[config.mk]
export PLATFORM = sky130hd
export DESIGN_NAME = useq_core
export DESIGN_NICKNAME = d
export VERILOG_FILES = /design/src/rtl/useq_pkg.sv /design/src/rtl/useq_store.sv /design/src/rtl/useq_next.sv /design/src/rtl/useq_dp.sv /design/src/rtl/useq_core.sv
export SDC_FILE = /design/constraint.sdc
export NUM_CORES = 2
export LEC_CHECK = 0
export BUFFER_PORTS_ARGS = -buffer_cell sky130_fd_sc_hd__buf_2
export CAP_MARGIN = 10
export CORE_MARGIN = 1
export CORE_UTILIZATION = 50
export DETAILED_ROUTE_END_ITERATION = 10
export PLACE_DENSITY = 0.68
export SETUP_SLACK_MARGIN = 0.05
export SLEW_MARGIN = 25
export SYNTH_ARGS = -nofsm -noshare
export SYNTH_HDL_FRONTEND = slang
export SYNTH_SLANG_ARGS = --single-unit
export TNS_END_PERCENT = 10
[constraint.sdc]
create_clock -name clk -period 7 [get_ports clk]
set_clock_uncertainty 0.2 [all_clocks]
set_input_delay 0.7 -clock clk [delete_from_list [all_inputs] [get_ports clk]]
set_output_delay 0.7 -clock clk [all_outputs]
set_load 0.01 [all_outputs]
[src/rtl/useq_pkg.sv]
package useq_pkg;

  localparam int XLEN      = 32;
  localparam int GPR_COUNT = 32;
  localparam int GPR_IDX_W = $clog2(GPR_COUNT);
  localparam int UADDR_W   = 6;
  localparam int UDEPTH    = 1 << UADDR_W;

  // instruction word field positions
  localparam int OPC_LSB = 24;
  localparam int DST_LSB = 16;
  localparam int S1_LSB  = 11;
  localparam int S2_LSB  = 6;

  localparam logic [7:0] OP_NOP = 8'h00;
  localparam logic [7:0] OP_ADD = 8'h01;

  // microroutine entry points
  localparam logic [UADDR_W-1:0] UA_FETCH = 6'd0;
  localparam logic [UADDR_W-1:0] UA_FET2  = 6'd1;
  localparam logic [UADDR_W-1:0] UA_FET3  = 6'd2;
  localparam logic [UADDR_W-1:0] UA_FET4  = 6'd3;
  localparam logic [UADDR_W-1:0] UA_ADD   = 6'd4;
  localparam logic [UADDR_W-1:0] UA_ADD2  = 6'd5;
  localparam logic [UADDR_W-1:0] UA_ADD3  = 6'd6;
  localparam logic [UADDR_W-1:0] UA_NOP   = 6'd7;
  localparam logic [UADDR_W-1:0] UA_ILL   = 6'd8;

  typedef enum logic [2:0] {
    SRC_NONE, SRC_GP, SRC_PC, SRC_C, SRC_MDR, SRC_MAR, SRC_IR
  } bus_src_e;

  typedef enum logic [1:0] {
    RSEL_LIT, RSEL_DST, RSEL_S1, RSEL_S2
  } reg_sel_e;

  typedef enum logic [1:0] {
    ALU_PASS, ALU_ADD, ALU_INC4
  } alu_fn_e;

  typedef enum logic [2:0] {
    SEQ_NEXT, SEQ_WAIT_MEM, SEQ_DISPATCH, SEQ_END, SEQ_HALT
  } seq_e;

  typedef struct packed {
    seq_e                 seq;
    bus_src_e             src;
    reg_sel_e             gp_sel;
    logic [GPR_IDX_W-1:0] gp_num;
    logic                 gp_in;
    logic                 a_ld;
    logic                 c_ld;
    logic                 pc_ld;
    logic                 ir_ld;
    logic                 mar_ld;
    logic                 mdr_ld;
    logic                 mem_start;
    logic                 mem_rd;
    alu_fn_e              alu;
    logic                 err;
  } uinstr_t;

  function automatic uinstr_t ucode_word(input logic [UADDR_W-1:0] a);
    uinstr_t u;
    u = '0;
    case (a)
      UA_FETCH: begin
        u.mem_start = 1'b1; u.mem_rd = 1'b1;
        u.src = SRC_PC; u.alu = ALU_INC4; u.c_ld = 1'b1;
      end
      UA_FET2: begin
        u.mem_rd = 1'b1; u.src = SRC_C; u.pc_ld = 1'b1;
      end
      UA_FET3: begin
        u.mem_rd = 1'b1; u.ir_ld = 1'b1; u.seq = SEQ_WAIT_MEM;
      end
      UA_FET4: u.seq = SEQ_DISPATCH;
      UA_ADD: begin
        u.src = SRC_GP; u.gp_sel = RSEL_S1; u.a_ld = 1'b1;
      end
      UA_ADD2: begin
        u.src = SRC_GP; u.gp_sel = RSEL_S2; u.alu = ALU_ADD; u.c_ld = 1'b1;
      end
      UA_ADD3: begin
        u.src = SRC_C; u.gp_sel = RSEL_DST; u.gp_in = 1'b1; u.seq = SEQ_END;
      end
      UA_NOP: u.seq = SEQ_END;
      default: begin
        u.seq = SEQ_HALT; u.err = 1'b1;
      end
    endcase
    return u;
  endfunction

endpackage

[src/rtl/useq_store.sv]
module useq_store
  import useq_pkg::*;
(
  input  logic [UADDR_W-1:0] upc,
  output uinstr_t            uword
);

  uinstr_t rom [UDEPTH];

  for (genvar i = 0; i < UDEPTH; i++) begin : g_word
    assign rom[i] = ucode_word(UADDR_W'(i));
  end

  assign uword = rom[upc];

endmodule

[src/rtl/useq_next.sv]
module useq_next
  import useq_pkg::*;
(
  input  logic [UADDR_W-1:0] upc,
  input  seq_e               seq,
  input  logic               gp_in,
  input  logic [7:0]         opcode,
  input  logic               mem_rvalid,
  input  logic               wb_ready,
  output logic [UADDR_W-1:0] upc_nxt,
  output logic               fire
);

  logic mem_wait;
  logic wb_stall;

  assign mem_wait = (seq == SEQ_WAIT_MEM) && !mem_rvalid;
  assign wb_stall = gp_in && !wb_ready;
  assign fire     = !mem_wait && !wb_stall && (seq != SEQ_HALT);

  always_comb begin
    upc_nxt = upc + UADDR_W'(1);
    case (seq)
      SEQ_DISPATCH: begin
        case (opcode)
          OP_ADD:  upc_nxt = UA_ADD;
          OP_NOP:  upc_nxt = UA_NOP;
          default: upc_nxt = UA_ILL;
        endcase
      end
      SEQ_END:  upc_nxt = UA_FETCH;
      SEQ_HALT: upc_nxt = upc;
      default:  ;
    endcase
    if (mem_wait || wb_stall) upc_nxt = upc;
  end

endmodule

[src/rtl/useq_dp.sv]
module useq_dp
  import useq_pkg::*;
#(
  parameter logic [XLEN-1:0] PC_RESET = '0,
  parameter logic [XLEN-1:0] REG_SEED = 32'h1001_0203
) (
  input  logic                 clk,
  input  logic                 rst,
  input  logic                 fire,
  input  bus_src_e             src,
  input  reg_sel_e             gp_sel,
  input  logic [GPR_IDX_W-1:0] gp_num,
  input  logic                 gp_in,
  input  logic                 a_ld,
  input  logic                 c_ld,
  input  logic                 pc_ld,
  input  logic                 ir_ld,
  input  logic                 mar_ld,
  input  logic                 mdr_ld,
  input  alu_fn_e              alu,
  input  logic [XLEN-1:0]      mem_rdata,
  output logic [XLEN-1:0]      ir_q,
  output logic [XLEN-1:0]      pc_q,
  output logic [XLEN-1:0]      abus,
  output logic [GPR_IDX_W-1:0] gnum
);

  logic [XLEN-1:0] gpr [GPR_COUNT];
  logic [XLEN-1:0] a_q, c_q, mar_q, mdr_q;
  logic [XLEN-1:0] alu_y;

  always_comb begin
    case (gp_sel)
      RSEL_DST: gnum = ir_q[DST_LSB +: GPR_IDX_W];
      RSEL_S1:  gnum = ir_q[S1_LSB  +: GPR_IDX_W];
      RSEL_S2:  gnum = ir_q[S2_LSB  +: GPR_IDX_W];
      default:  gnum = gp_num;
    endcase
  end

  always_comb begin
    case (src)
      SRC_GP:  abus = gpr[gnum];
      SRC_PC:  abus = pc_q;
      SRC_C:   abus = c_q;
      SRC_MDR: abus = mdr_q;
      SRC_MAR: abus = mar_q;
      SRC_IR:  abus = ir_q;
      default: abus = '0;
    endcase
  end

  always_comb begin
    case (alu)
      ALU_ADD:  alu_y = a_q + abus;
      ALU_INC4: alu_y = abus + XLEN'(4);
      default:  alu_y = abus;
    endcase
  end

  always_ff @(posedge clk) begin
    if (rst) begin
      pc_q  <= PC_RESET;
      ir_q  <= '0;
      a_q   <= '0;
      c_q   <= '0;
      mar_q <= '0;
      mdr_q <= '0;
    end else if (fire) begin
      if (pc_ld)  pc_q  <= abus;
      if (ir_ld)  ir_q  <= mem_rdata;
      if (a_ld)   a_q   <= abus;
      if (c_ld)   c_q   <= alu_y;
      if (mar_ld) mar_q <= abus;
      if (mdr_ld) mdr_q <= abus;
    end
  end

  always_ff @(posedge clk) begin
    if (rst) begin
      for (int k = 0; k < GPR_COUNT; k++) gpr[k] <= XLEN'(k) * REG_SEED;
    end else if (fire && gp_in) begin
      gpr[gnum] <= abus;
    end
  end

  AST_PC_STEP: assert property (@(posedge clk) disable iff (rst)
    !$stable(pc_q) |-> (pc_q == $past(pc_q) + XLEN'(4)));

endmodule

[src/rtl/useq_core.sv]
module useq_core
  import useq_pkg::*;
#(
  parameter logic [31:0] PC_RESET = 32'h0000_0000,
  parameter logic [31:0] REG_SEED = 32'h1001_0203
) (
  input  logic        clk,
  input  logic        rst,
  output logic        mem_rd_o,
  output logic [31:0] mem_addr_o,
  input  logic        mem_rvalid_i,
  input  logic [31:0] mem_rdata_i,
  output logic        wb_valid_o,
  input  logic        wb_ready_i,
  output logic [4:0]  wb_reg_o,
  output logic [31:0] wb_data_o,
  output logic [31:0] pc_o,
  output logic        err_o
);

  logic [UADDR_W-1:0]   upc_q, upc_nxt;
  uinstr_t              uw;
  logic                 fire;
  logic [XLEN-1:0]      ir_q, pc_q, abus, addr_q;
  logic [GPR_IDX_W-1:0] gnum;

  useq_store u_store (
    .upc   (upc_q),
    .uword (uw)
  );

  useq_next u_next (
    .upc        (upc_q),
    .seq        (uw.seq),
    .gp_in      (uw.gp_in),
    .opcode     (ir_q[OPC_LSB +: 8]),
    .mem_rvalid (mem_rvalid_i),
    .wb_ready   (wb_ready_i),
    .upc_nxt    (upc_nxt),
    .fire       (fire)
  );

  useq_dp #(
    .PC_RESET (PC_RESET),
    .REG_SEED (REG_SEED)
  ) u_dp (
    .clk       (clk),
    .rst       (rst),
    .fire      (fire),
    .src       (uw.src),
    .gp_sel    (uw.gp_sel),
    .gp_num    (uw.gp_num),
    .gp_in     (uw.gp_in),
    .a_ld      (uw.a_ld),
    .c_ld      (uw.c_ld),
    .pc_ld     (uw.pc_ld),
    .ir_ld     (uw.ir_ld),
    .mar_ld    (uw.mar_ld),
    .mdr_ld    (uw.mdr_ld),
    .alu       (uw.alu),
    .mem_rdata (mem_rdata_i),
    .ir_q      (ir_q),
    .pc_q      (pc_q),
    .abus      (abus),
    .gnum      (gnum)
  );

  always_ff @(posedge clk) begin
    if (rst) upc_q <= UA_FETCH;
    else     upc_q <= upc_nxt;
  end

  // read address captured when a request opens, held until it closes
  always_ff @(posedge clk) begin
    if (rst)                     addr_q <= PC_RESET;
    else if (fire && uw.mem_start) addr_q <= pc_q;
  end

  assign mem_rd_o   = uw.mem_rd;
  assign mem_addr_o = uw.mem_start ? pc_q : addr_q;
  assign wb_valid_o = uw.gp_in;
  assign wb_reg_o   = gnum;
  assign wb_data_o  = abus;
  assign pc_o       = pc_q;
  assign err_o      = uw.err;

  AST_ADDR_HOLD: assert property (@(posedge clk) disable iff (rst)
    (mem_rd_o && !mem_rvalid_i) |=> (mem_rd_o && $stable(mem_addr_o)));

  AST_WB_HOLD: assert property (@(posedge clk) disable iff (rst)
    (wb_valid_o && !wb_ready_i) |=>
      (wb_valid_o && $stable(wb_reg_o) && $stable(wb_data_o)));

  AST_ERR_STICKY: assert property (@(posedge clk) disable iff (rst)
    err_o |=> (err_o && !mem_rd_o && !wb_valid_o));

  AST_PC_FROZEN: assert property (@(posedge clk) disable iff (rst)
    err_o |=> $stable(pc_o));

  AST_END_TO_FETCH: assert property (@(posedge clk) disable iff (rst)
    (uw.seq == SEQ_END && fire) |=> (upc_q == UA_FETCH && mem_rd_o));

endmodule

==> impl_metrics.json <==
{
  "wl_met3_um": 31800,
  "io_buffers": 130,
  "wl_per_cell_um": 29.9,
  "rows": 122,
  "seqPwrFrac": 0.345,
  "die_h_um": 336,
  "die_area_um2": 113000,
  "end_kind": "flip-flop",
  "die_w_um": 336,
  "min_period_ps": 6830,
  "start_util": 0.505,
  "syn_inst": 5580,
  "grt_pass1_wl_um": 307000,
  "p_clk_frac": 0.283,
  "drtPass1Iterations": 8,
  "max_freq_mhz": 146,
  "cp_common_cell": "buf_4",
  "wl_met2_um": 91800,
  "outcome": "completed",
  "hold_path.class": "in -> reg",
  "cts-htree-levels": 4,
  "clockBufferDepth": 3,
  "grt_overflow_total": 0,
  "crit_type": "reg -> reg",
  "routed_wl_um": 220000,
  "whs_ps": 28.7,
  "path_clk_slew_ps": 60,
  "hold_viol_final": 0,
  "drive_above_1_share": 0.144,
  "gp_congestion": 0.994,
  "grt_pass1_vias": 42100,
  "slowest_stage": "or4_4",
  "area_growth_pct": 14.9,
  "ff2ff_setup_slack_ps": 170,
  "top_layer_used": "met5",
  "cp-start-kind": "flip-flop",
  "clock_sinks": 1181,
  "numCtsBuffers": 131,
  "fin_nets": 5806,
  "coreArea_um2": 111000,
  "rsz0062_at_grt": "true",
  "yosysWarnings": 0,
  "slew_violations": 0,
  "cts-root-buf": "clkbuf_16",
  "drc": 0,
  "seq_area_frac_synth": 0.606,
  "crit_arrival_ps": 7240,
  "track_usage": 0.382,
  "required_ps": 7420,
  "tightest_slew_ps": 1120,
  "ys_ff_latch": 1181,
  "p_sw_mw": 10.2,
  "cts_tree": "yes",
  "cellPowerDensity_nw_per_um2": 379,
  "yosysUniqueCellTypes": 107,
  "ant_nets": 0,
  "drtIter0Drc": 7805,
  "sw_frac_of_total": 0.417,
  "power_frac_comb": 0.371,
  "vias": 46800,
  "insertion_delay_ps": 760,
  "antenna_found_initial": 13,
  "synth_area_um2": 55900,
  "wl_met1_um": 81400,
  "crit_fanout": 7,
  "synth_edf_count": 1024,
  "synth-main-ff-cell": "edfxtp_1",
  "p_leak_nw": 22.4,
  "ir_drop_mv": 0.322,
  "power.internal_mw": 14.2,
  "drv_cap": 0,
  "finalSetupViolCount": 0,
  "slew_headroom": 0.253,
  "min_period_over_period": 0.975,
  "place_inst": 7070,
  "finalNonFillerCells": 7334,
  "synth_nets": 5646,
  "grt_max_degree": 85,
  "dpl.hpwl_um": 142000,
  "async_flop_share": 0,
  "ioPinCount": 140,
  "slowest_delay_ps": 600,
  "via_per_inst": 6.38,
  "avgSynthCellArea_um2": 10.0
}
[area by class of cell]
class	instances	area, um^2
inverter	115	468
sequential	1181	33900
timing repair buffer	518	3810
fill	9422	46600
clock buffer	170	3600
clock inverter	68	662
multi-input combinational	3793	20000
antenna	1	2.50
tap	1488	1860
[cell usage after synthesis (21+ instances only)]
library cell	number	area, um^2
o2111ai_1	62	543
and3_1	35	219
clkbuf_1	306	1150
mux2i_1	139	1390
o21ai_0	46	230
nor4_1	30	188
buf_4	26	195
a21oi_1	246	1230
buf_1	40	150
edfxtp_1	1024	30700
dfxtp_1	157	3140
buf_2	107	536
ha_1	29	363
nand2b_1	22	138
a211oi_1	82	616
nand4_1	34	213
inv_1	109	409
o211ai_1	68	510
a221oi_1	21	184
nand3_1	320	1600
nor3_1	52	260
nand2_1	1336	5010
a31oi_1	32	200
nor2_1	892	3350
[routing by layer]
metal  vias up  global-route usage
li1      19900                   -
met5         -                   0
met1     22800               0.521
met2      3534               0.542
met3       579               0.116
met4        16               0.214
[critical path, delay by kind of cell, from the launching register on]
family          cells  cell delay [ps]
buf+inv             6              850
mux                 1              300
flops               1              350
simple gates        3             1260
xor+xnor            1               70
compound gates     14             2720
fa+ha+maj           3              920
[cell families after synthesis]
group	Yosys count	synth area share
xor gates and xnor gates	34	0.00559
muxes	151	0.0274
buffers and inverters	606	0.0466
and+or+nand+nor	2814	0.211
adders and majority gates	37	0.00810
DFF	1181	0.606
AOI/OAI and AO/OA	757	0.0957
[sequential cells by signal (all words and copies together) (netlist names)]
register and count:
u_dp.ir_q 23, u_dp.a_q 32, u_dp.pc_q 32, addr_q 32, u_dp.c_q 32, u_dp.gpr 1024
upc_q 6
[path summary, 6_finish.rpt]
path | cells after the start | endpoint | startpoint
worst min-delay path | 3 | u_dp.ir_q[14] | mem_rdata_i[14]
worst max-delay path | 28 | u_dp.c_q[21] | upc_q[1]
worst min register to register | 2 | addr_q[28] | addr_q[28]
worst max register to register | 28 | u_dp.c_q[21] | upc_q[1]
[per-stage QoR]
stage / power (mW) / setup TNS [ps] / utilization / cell area (um^2) / setup WS (ps)
after floorplan: 13.1 / 0 / - / 56100 / 49.9
after global placement: 17.1 / -8530 / 0.537 / 59600 / -553
after detailed placement: 17.1 / -4340 / 0.538 / 59600 / -329
after CTS: 23.9 / 0 / 0.579 / 64100 / 59.7
after global routing: 24.9 / -40.4 / 0.580 / 64300 / -23.1
final: 24.4 / 0 / 0.580 / 64300 / 173
[repair_timing]
item	CTS	global route
setup buffers	3	2
setup endpoints to repair	19	18
hold buffers	20	0
gates resized for setup	4	23
endpoints found under the hold margin	20	0
pin swaps	1	7
[power by group through the flow]
stage | Sequential, mW | Combinational [mW] | Clock [mW]
2_1_floorplan | 8.40 | 4.68 | 0
3_3_place_gp | 8.53 | 8.54 | 0
3_5_place_dp | 8.54 | 8.60 | 0
5_1_grt | 8.44 | 9.29 | 7.16
4_1_cts | 8.40 | 8.65 | 6.90
6_report | 8.42 | 9.05 | 6.90
[cells in the final DEF, fill, tap and decap left out, types with 34 or more instances in the layout]
cell          n
nor3_1       48
buf_4       352
buf_2       129
clkbuf_16   137
nand2_1    1334
nor2_1      887
a21oi_1     236
mux2i_1     138
edfxtp_1   1024
o21ai_0      46
o211ai_1     68
a211oi_1     80
nand3_1     316
inv_1       105
o2111ai_1    62
nand4_1      34
dfxtp_1     155
No activity file was read; power rests on OpenSTA's default activity.
